--- src/rtl/rstseq_pkg.sv ---
// Package: shared encodings for the reset sequencer.
// Assumes power-mode bit 1 marks the low-power modes (idle, sleep).
package rstseq_pkg;

    typedef enum logic [1:0] {
        PM_NORMAL = 2'b00,
        PM_SLOW   = 2'b01,
        PM_IDLE   = 2'b10,
        PM_SLEEP  = 2'b11
    } pmode_e;

    typedef enum logic [1:0] {
        CK_FAST_RC = 2'b00,
        CK_XTAL    = 2'b01,
        CK_SLOW_RC = 2'b10,
        CK_XTAL_B  = 2'b11
    } clksrc_e;

    typedef enum logic [1:0] {
        CA_POWERON = 2'b00,
        CA_LOWVOLT = 2'b01,
        CA_WDT_RUN = 2'b10,
        CA_WDT_LOW = 2'b11
    } cause_e;

    localparam int unsigned STB_W   = 5;
    localparam int unsigned STB_PC  = 0;
    localparam int unsigned STB_SP  = 1;
    localparam int unsigned STB_INT = 2;
    localparam int unsigned STB_WDT = 3;
    localparam int unsigned STB_TMR = 4;

    // Strobe set for each cause: the low-power watchdog wake clears pc/sp only.
    function automatic logic [STB_W-1:0] strobe_mask(cause_e c);
        logic [STB_W-1:0] m;
        m = '1;
        if (c == CA_WDT_LOW) begin
            m = '0;
            m[STB_PC] = 1'b1;
            m[STB_SP] = 1'b1;
        end
        return m;
    endfunction

    function automatic logic is_low_power(pmode_e m);
        return m[1];
    endfunction

endpackage

--- src/rtl/rstseq_arb.sv ---
// Module: rstseq_arb
// Priority-encodes the reset sources into one cause.
// Order: power-on, then low-voltage, then watchdog. The watchdog cause
// is split by power mode. Purely combinational.
module rstseq_arb
    import rstseq_pkg::*;
(
    input  logic   por_i,
    input  logic   lvr_i,
    input  logic   wdt_i,
    input  pmode_e pmode_i,
    output logic   hit_o,
    output cause_e cause_o
);

    // Any source present this cycle.
    assign hit_o = por_i | lvr_i | wdt_i;

    // Pick the highest-priority source.
    always_comb begin
        if (por_i)
            cause_o = CA_POWERON;
        else if (lvr_i)
            cause_o = CA_LOWVOLT;
        else if (is_low_power(pmode_i))
            cause_o = CA_WDT_LOW;
        else
            cause_o = CA_WDT_RUN;
    end

endmodule

--- src/rtl/rstseq_timer.sv ---
// Module: rstseq_timer
// Start-up hold counter. It holds the internal reset for a clock-source
// dependent number of cycles after the last cause.
// Assumes clksel is stable while the hold is active, and every hold
// length is at least 1.
module rstseq_timer
    import rstseq_pkg::*;
#(
    parameter int unsigned HOLD_FAST = 16,
    parameter int unsigned HOLD_XTAL = 128,
    parameter int unsigned HOLD_SLOW = 2
)(
    input  logic    clk,
    input  logic    rst_n,
    input  logic    restart_i,
    input  clksrc_e clksel_i,
    output logic    hold_o,
    output logic    release_o
);

    localparam int unsigned MAX_A    = (HOLD_FAST > HOLD_XTAL) ? HOLD_FAST : HOLD_XTAL;
    localparam int unsigned MAX_HOLD = (MAX_A > HOLD_SLOW) ? MAX_A : HOLD_SLOW;
    localparam int unsigned CNT_W    = $clog2(MAX_HOLD + 1);

    logic             hold_q;
    logic [CNT_W-1:0] cnt_q;
    logic [CNT_W-1:0] last_cnt;

    // Last count value of the hold for the selected clock source.
    always_comb begin
        case (clksel_i)
            CK_FAST_RC: last_cnt = CNT_W'(HOLD_FAST - 1);
            CK_SLOW_RC: last_cnt = CNT_W'(HOLD_SLOW - 1);
            default:    last_cnt = CNT_W'(HOLD_XTAL - 1);
        endcase
    end

    // Release happens on the last count, unless a new cause restarts the hold.
    assign release_o = hold_q && !restart_i && (cnt_q == last_cnt);
    assign hold_o    = hold_q;

    // Hold flag and count: restart on a cause, count up, drop on release.
    always_ff @(posedge clk) begin
        if (!rst_n) begin
            hold_q <= 1'b1;
            cnt_q  <= '0;
        end else if (restart_i) begin
            hold_q <= 1'b1;
            cnt_q  <= '0;
        end else if (hold_q) begin
            if (cnt_q == last_cnt) begin
                hold_q <= 1'b0;
                cnt_q  <= '0;
            end else begin
                cnt_q <= cnt_q + 1'b1;
            end
        end
    end

endmodule

--- src/rtl/rstseq_flags.sv ---
// Module: rstseq_flags
// Time-out and power-down status flags.
// Reset causes take precedence over instruction strobes. Instruction
// strobes act only while the internal reset is released.
module rstseq_flags
    import rstseq_pkg::*;
(
    input  logic   clk,
    input  logic   rst_n,
    input  logic   hit_i,
    input  cause_e cause_i,
    input  logic   hold_i,
    input  logic   sleep_ack_i,
    input  logic   clrwdt_i,
    output logic   to_o,
    output logic   pd_o
);

    logic to_q, pd_q;

    // Flag update by cause first, then by instruction strobes.
    always_ff @(posedge clk) begin
        if (!rst_n) begin
            to_q <= 1'b0;
            pd_q <= 1'b0;
        end else if (hit_i) begin
            case (cause_i)
                CA_POWERON: begin to_q <= 1'b0; pd_q <= 1'b0; end
                CA_WDT_RUN: begin to_q <= 1'b1; end
                CA_WDT_LOW: begin to_q <= 1'b1; pd_q <= 1'b1; end
                default:    ;
            endcase
        end else if (!hold_i) begin
            if (clrwdt_i) begin
                to_q <= 1'b0;
                pd_q <= 1'b0;
            end else if (sleep_ack_i) begin
                pd_q <= 1'b1;
            end
        end
    end

    assign to_o = to_q;
    assign pd_o = pd_q;

endmodule

--- src/rtl/rstseq_strobe.sv ---
// Module: rstseq_strobe
// Remembers the latest reset cause and emits one-cycle clear strobes on
// release. The pulses are registered, so they appear in the first
// released cycle.
module rstseq_strobe
    import rstseq_pkg::*;
(
    input  logic             clk,
    input  logic             rst_n,
    input  logic             hit_i,
    input  cause_e           cause_i,
    input  logic             release_i,
    output logic [STB_W-1:0] stb_o
);

    cause_e           kind_q;
    logic [STB_W-1:0] mask;

    // Latch the winning cause of the latest request.
    always_ff @(posedge clk) begin
        if (!rst_n)
            kind_q <= CA_POWERON;
        else if (hit_i)
            kind_q <= cause_i;
    end

    assign mask = strobe_mask(kind_q);

    for (genvar b = 0; b < STB_W; b++) begin : g_stb
        // One pulse per target when the hold ends.
        always_ff @(posedge clk) begin
            if (!rst_n)
                stb_o[b] <= 1'b0;
            else
                stb_o[b] <= release_i & mask[b];
        end
    end

endmodule

--- src/rtl/rstseq_top.sv ---
// Module: rstseq_top
// Reset cause sequencer: arbitration, start-up hold, status flags and
// clear strobes.
// Assumes the source inputs are synchronous to clk.
module rstseq_top
    import rstseq_pkg::*;
#(
    parameter int unsigned HOLD_FAST = 16,
    parameter int unsigned HOLD_XTAL = 128,
    parameter int unsigned HOLD_SLOW = 2
)(
    input  logic       clk,
    input  logic       rst_n,
    input  logic       por_i,
    input  logic       lvr_i,
    input  logic       wdt_to_i,
    input  logic [1:0] pmode_i,
    input  logic [1:0] clksel_i,
    input  logic       sleep_ack_i,
    input  logic       clrwdt_i,
    output logic       rst_hold_o,
    output logic       to_flag_o,
    output logic       pd_flag_o,
    output logic       clr_pc_o,
    output logic       clr_sp_o,
    output logic       clr_int_o,
    output logic       clr_wdt_o,
    output logic       clr_tmr_o
);

    logic             hit;
    cause_e           cause;
    logic             hold;
    logic             release_now;
    logic [STB_W-1:0] stb;

    rstseq_arb u_arb (
        .por_i   (por_i),
        .lvr_i   (lvr_i),
        .wdt_i   (wdt_to_i),
        .pmode_i (pmode_e'(pmode_i)),
        .hit_o   (hit),
        .cause_o (cause)
    );

    rstseq_timer #(
        .HOLD_FAST (HOLD_FAST),
        .HOLD_XTAL (HOLD_XTAL),
        .HOLD_SLOW (HOLD_SLOW)
    ) u_timer (
        .clk       (clk),
        .rst_n     (rst_n),
        .restart_i (hit),
        .clksel_i  (clksrc_e'(clksel_i)),
        .hold_o    (hold),
        .release_o (release_now)
    );

    rstseq_flags u_flags (
        .clk         (clk),
        .rst_n       (rst_n),
        .hit_i       (hit),
        .cause_i     (cause),
        .hold_i      (hold),
        .sleep_ack_i (sleep_ack_i),
        .clrwdt_i    (clrwdt_i),
        .to_o        (to_flag_o),
        .pd_o        (pd_flag_o)
    );

    rstseq_strobe u_strobe (
        .clk       (clk),
        .rst_n     (rst_n),
        .hit_i     (hit),
        .cause_i   (cause),
        .release_i (release_now),
        .stb_o     (stb)
    );

    assign rst_hold_o = hold;
    assign clr_pc_o   = stb[STB_PC];
    assign clr_sp_o   = stb[STB_SP];
    assign clr_int_o  = stb[STB_INT];
    assign clr_wdt_o  = stb[STB_WDT];
    assign clr_tmr_o  = stb[STB_TMR];

endmodule

--- config.mk ---
export PLATFORM = sky130hd
export DESIGN_NAME = rstseq_top
export DESIGN_NICKNAME = d
export VERILOG_FILES = /design/src/rtl/rstseq_pkg.sv /design/src/rtl/rstseq_arb.sv /design/src/rtl/rstseq_timer.sv /design/src/rtl/rstseq_flags.sv /design/src/rtl/rstseq_strobe.sv /design/src/rtl/rstseq_top.sv
export SDC_FILE = /design/constraint.sdc
export NUM_CORES = 1
export LEC_CHECK = 0
export ABC_AREA = 1
export BUFFER_PORTS_ARGS = -buffer_cell sky130_fd_sc_hd__buf_2
export CAP_MARGIN = 20
export CELL_PAD_IN_SITES_DETAIL_PLACEMENT = 1
export CELL_PAD_IN_SITES_GLOBAL_PLACEMENT = 2
export CORE_ASPECT_RATIO = 0.75
export CORE_MARGIN = 2
export CORE_UTILIZATION = 24
export DETAILED_ROUTE_END_ITERATION = 8
export PLACE_DENSITY = 0.81
export SLEW_MARGIN = 20
export SYNTH_ARGS = -nofsm -noshare
export SYNTH_HDL_FRONTEND = slang
export SYNTH_SLANG_ARGS = --single-unit
--- constraint.sdc ---
create_clock -name clk -period 1.3 [get_ports clk]
set_clock_uncertainty 0.2 [all_clocks]
set_input_delay 0.26 -clock clk [delete_from_list [all_inputs] [get_ports clk]]
set_output_delay 0.26 -clock clk [all_outputs]
set_load 0.01 [all_outputs]
======== Word level (Yosys, flattened, before mapping) ========
Index checks and enable logic that the tools add are counted.
word-level totals
  register bits ........................... 18
  bits in latches ......................... 0
  bits in writable memories ............... 0
  ROM bits ................................ 0
  input port bits ......................... 11
  output and inout bits ................... 8
  word-level logic and storage cells ...... 55
  memories kept ........................... 0
operators by class
  $add $sub $neg .......................... 1
  multiply operators ...................... 0
  div/mod/pow operators ................... 0
  $lt $le $gt $ge ......................... 0
  equal/unequal tests ..................... 8
  shift operators ......................... 0
  mux-type cells .......................... 17
  bitwise logic cells ..................... 8
  reduce and logical (&&, ||, !) cells .... 11
operators with widths
  cell                                           number
  one-hot mux 7 bit (2 select lines)             1
  2-to-1 mux 1 bit                               10
  adder 8 x 1 -> 8 bit, second input constant    1
  == test 2 bit, second input constant           4
  == test 8 x 7 -> 1 bit                         1
  2-to-1 mux 8 bit                               1
  AND reduction 3 bit                            2
  bitwise AND 1 bit                              5
  2-to-1 mux 5 bit                               1
  zero test 2 bit                                2
  2-to-1 mux 2 bit                               2
  one-hot mux 1 bit (2 select lines)             2
  OR reduction 2 bit                             2
  != test 3 x 1 -> 1 bit, second input constant  1
  != test 3 x 2 -> 1 bit, second input constant  1
  nonzero test 3 bit                             1
  logical AND 1 bit                              2
  != test 2 x 1 -> 1 bit, second input constant  1
  bitwise OR 1 bit                               2
  nonzero test 2 bit                             1
  zero test 1 bit                                1
  NOT 1 bit                                      1

======== Depth between registers and ports, before layout ========
  depth after elaboration ................. 7
  gate-level depth with buffers ........... 8
  gate-level depth less buffers ........... 8

======== Cells and area by module ========
Synthesis repeated with hierarchy kept, for this count alone.
second synthesis, totals
  cell total of the unflattened synthesis .. 120
  area total of the unflattened synthesis .. 839.6 um^2
by module, submodules not included
  module         times used  cells an instance  area each (um^2)  sequential area each (um^2)
  rstseq_timer   1           69                 509.2             180.2
  rstseq_strobe  1           20                 156.4             80.1
  rstseq_flags   1           26                 152.6             40.0
  rstseq_arb     1           5                  21.3              0.0

======== Least setup slack after synthesis ========
OpenSTA, ideal clock, no wires.
  path kind ............................... register -> register
  start ................................... register u_timer.hold_q, in the netlist u_timer.hold_o
  end ..................................... register u_flags.pd_q, in the netlist u_flags.pd_o
  setup time .............................. 0.118 ns
  data arrival time ....................... 0.992 ns
  required time ........................... 0.982 ns
  slack ................................... -0.010 ns
  stages on the path, launching flop included .. 6
  path buffers ............................ 0
  clock period less this slack ............ 1.310 ns
  cell sequence ........................... dfxtp_1 > inv_2 > o21ai_1 > nor2_1 > o21ai_0 > nor2_1
on the way
  cells in the longest elaborated chain, start to end .. 2
ends and longest elaborated chain
  item                                     line                RTL
  from (decl)                              rstseq_timer.sv:25  logic hold_q;
  from (signal assigned)                   rstseq_timer.sv:45  hold_q <= 1'b1;
  from (signal assigned)                   rstseq_timer.sv:48  hold_q <= 1'b1;
  from (signal assigned)                   rstseq_timer.sv:52  hold_q <= 1'b0;
  != test 2 x 1 -> 1 bit (no source line)  -
  AND reduction 3 bit (no source line)     -
  to (signal assigned)                     rstseq_flags.sv:25  pd_q <= 1'b0;
  to (signal assigned)                     rstseq_flags.sv:28  CA_POWERON: begin to_q <= 1'b0; pd_q <= 1'b0; end
  to (signal assigned)                     rstseq_flags.sv:30  CA_WDT_LOW: begin to_q <= 1'b1; pd_q <= 1'b1; end
  to (decl)                                rstseq_flags.sv:19  logic to_q, pd_q;
No other way between the ends.
A chain may end at the register's enable or synchronous reset.

======== Worst setup path after layout ========
  start ................................... register u_timer.cnt_q[1]
  end ..................................... register u_timer.cnt_q[5]
on the way
  cells in the longest elaborated chain, start to end .. 2
  elaborated cells between the ends (all ways) .. 3
  classes of those cells .................. add/sub (1); eq/ne (1); mux (1)
ends and longest elaborated chain
  item                                                            line                                    RTL
  from (decl)                                                     rstseq_timer.sv:26                      logic [CNT_W-1:0] cnt_q;
  from (signal assigned)                                          rstseq_timer.sv:55                      cnt_q <= cnt_q + 1'b1;
  adder 8 x 1 -> 8 bit or == test 8 x 7 -> 1 bit (tied branches)  rstseq_timer.sv:55, rstseq_timer.sv:51
  2-to-1 mux 8 bit (*)                                            rstseq_timer.sv:51                      if (cnt_q == last_cnt) begin
Every way passes the cells marked *; elsewhere a longest branch is shown, timed or not.

==> results.yml <==
clock_network:
  clk_latency_ns: 0.25
  numCtsBuffers: 3
  cts_hold_buf: 0
  cts_tree: "yes"
  cts_buffer_depth: 2
  clock-sinks: 15
  cts.reportedPaths.clkPinSlew_ns: 0.06
  cts-htree-levels: 1
  cts-root-buf: "clkbuf_8"
place:
  placed_cell_area_sq_um: 1040
  place_congestion: 0.831
  place_ws_ns: -0.186
  hpwl_mm: 1.69
  dp_cells: 179
  portBuffers: 17
floorplan:
  die_y_um: 52.4
  core_area_sq_um: 2960
  dieArea_sq_um: 3580
  die_width_um: 68.5
  initial_utilization: 0.253
  fp-row-count: 17
  ios: 19
sta:
  rsz0062_at_grt: "yes"
  finalHoldViolCount: 0
  worst_slack_ns: -0.121
  period_share: 1.09
  maxSlewHeadroom: 0.834
  worst_pin_slew_ns: 0.247
  fmax_ghz: 0.704
  finalSetupViolations: 11
  maxSlewViolCount: 0
  finalCriticalPeriod_ns: 1.42
worst_setup_path:
  r2r_setup_slack_ns: -0.12
  startpoint_type: "register"
  cp-startpoint: "u_timer.cnt_q[1]$_SDFFE_PP0P_"
  reg2reg_from: "u_timer.cnt_q[1]$_SDFFE_PP0P_"
  cp.arrival_ns: 1.38
  setup.worst_path.end: "u_timer.cnt_q[5]$_SDFFE_PP0P_"
  r2r-end: "u_timer.cnt_q[5]$_SDFFE_PP0P_"
  critPathMaxFanout: 4
  critPathKind: "reg -> reg"
  cp.required_ns: 1.26
  end_kind: "register"
  worstRegToRegCells: 6
global_routing:
  grt_use_total: 0.146
  grt_start_max_net_pins: 10
  antenna_found_initial: 0
  grt_pass1_wl_mm: 3.87
  grt_overflow_total: 0
  grt_pass1_vias: 830
synth:
  synthCells: 103
  ys_ff_latch: 15
  synth.avg_cell_area_sq_um: 7.26
  synth_seq_area_share: 0.401
  syn_nets: 115
  ys_types: 24
  synth-warning-count: 0
  netlist_area_sq_um: 748
finish:
  synthToLayoutAreaGrowth_pct: 65.2
  final_cells: 185
  drive_gt1_frac: 0.558
  n_antenna_cell: 0
  finish.instance_area_sq_um: 1240
  nNetsFinal: 160
min_path:
  min_path_type: "in -> reg"
pwr:
  p_sw_frac: 0.248
  leakagePower_nw: 0.560
  seqPwrFrac: 0.489
  vdd_ir_drop_max_mv: 0.438
  p_per_area_nw_per_um2: 770
  internal_power_mw: 0.715
  p_clk_frac: 0.411
  comb_power_share: 0.101
  power_switching_mw: 0.236
  finalPower_mw: 0.951
outcome:
  status: "finished, violations left"
  violations: "negative setup slack"
routing:
  routedWlPerCell_um: 12.6
  drc: 0
  ant_nets: 0
  drtPass1Iterations: 4
  vias_per_cell: 4.45
  drtIter0Drc: 22
  drt_wl_total_mm: 2.33
  vias: 823
job:
  drv_cap: 0
registers in the layout, indices dropped and copies added, names as in the netlist:
name	cells
u_timer.cnt_q	8
u_strobe.kind_q	2
u_strobe.stb_o	2
u_flags.pd_o	1
u_flags.to_o	1
u_timer.hold_o	1
how the worst min path moves through the flow:
stage / slack (ns) / depth (start not counted) / start / endpoint
global route: 0.09 / 3 / rst_n / u_flags.pd_o$_SDFFE_PN0P_
detailed placement: 0.27 / 2 / u_strobe.kind_q[0]$_SDFFE_PN0N_ / u_strobe.kind_q[0]$_SDFFE_PN0N_
finish: 0.08 / 3 / rst_n / u_flags.pd_o$_SDFFE_PN0P_
global placement: 0.26 / 2 / u_strobe.kind_q[0]$_SDFFE_PN0N_ / u_strobe.kind_q[0]$_SDFFE_PN0N_
CTS: 0.08 / 3 / rst_n / u_flags.pd_o$_SDFFE_PN0P_
floorplan: 0.20 / 2 / rst_n / u_flags.pd_o$_SDFFE_PN0P_
Yosys cell counts, drive strengths merged:
| library cell | n | area [sq um] |
|---|---|---|
| a21oi | 4 | 20.0 |
| a31oi | 1 | 6.26 |
| buf | 3 | 22.5 |
| dfxtp | 15 | 300 |
| ha | 1 | 12.5 |
| inv | 13 | 48.8 |
| nand2 | 22 | 90.1 |
| nand3 | 7 | 45.0 |
| nand4 | 1 | 6.26 |
| nor2 | 19 | 78.8 |
| nor3 | 3 | 15.0 |
| nor3b | 1 | 12.5 |
| nor4 | 2 | 18.8 |
| o21ai | 7 | 38.8 |
| o22ai | 1 | 6.26 |
| xnor2 | 1 | 8.76 |
| xor2 | 2 | 17.5 |
metal layers:
layer  track usage  routed length (um)  up-vias
met3        0.0387                  81        4
met5             0                   0        -
li1              -                   -      417
met1         0.177                1040      389
met2         0.258                1180       13
met4        0.0300                  26        0
what timing repair did:
| action | 4_1_cts | 5_1_grt |
|---|---|---|
| endpoints found under the setup margin | 11 | 13 |
| setup buffers | 0 | 2 |
| pin swaps | 4 | 6 |
| resized for setup | 19 | 17 |
through the flow:
step	TNS (ns)	utilization	hold WS [ns]
finish	-0.849	0.418	0.0817
global route	-1.68	0.418	0.0925
floorplan	0	-	0.196
global placement	-0.923	0.352	0.263
detailed placement	-1.80	0.352	0.269
CTS	-0.917	0.394	0.0830
cell usage in the layout, fill, tap and decap left out, types with 4 or more instances in the layout:
cell type / Yosys / final
o21ai_0: 5 / 4
buf_2: 0 / 17
dfxtp_1: 15 / 9
nand2_1: 19 / 15
nand2_2: 3 / 5
nand3_1: 5 / 4
nor2_1: 16 / 14
inv_1: 12 / 10
buf_4: 3 / 24
logic make-up (layout without fill, tap and decap cells):
family | count (synthesis) | count (layout) | share of synthesized area
adders and majority gates | 1 | 1 | 0.0167
buffers and inverters | 16 | 60 | 0.0953
xor gates and xnor gates | 3 | 3 | 0.0351
DFF | 15 | 15 | 0.401
AOI/OAI and AO/OA | 13 | 13 | 0.0953
and+or+nand+nor | 55 | 55 | 0.356
layout make-up:
cell class / count / area [sq um]
clock buffers: 3 / 41.3
repair buffers: 43 / 288
fillers: 356 / 1720
flip-flops and latches: 15 / 315
clock inverters: 1 / 5.00
well taps: 38 / 47.5
inverters: 13 / 48.8
multi-input cells: 72 / 490
power by group through the flow:
| stage | sequential, mW | combinational (mW) | clock, mW |
|---|---|---|---|
| 6_report | 0.465 | 0.0956 | 0.391 |
| 3_3_place_gp | 0.481 | 0.0801 | 0 |
| 2_1_floorplan | 0.483 | 0.0368 | 0 |
| 5_1_grt | 0.465 | 0.107 | 0.419 |
| 3_5_place_dp | 0.481 | 0.0837 | 0 |
| 4_1_cts | 0.471 | 0.0903 | 0.393 |
worst max-delay path, cell delays in order (launching register included):
cell and delay [ns]:
dfxtp_4 0.37, nand2_4 0.06, buf_4 0.12, buf_4 0.12, nor3_2 0.20, a21oi_2 0.10
nor4_4 0.14
Note: power is estimated with default switching activity, not from simulation.
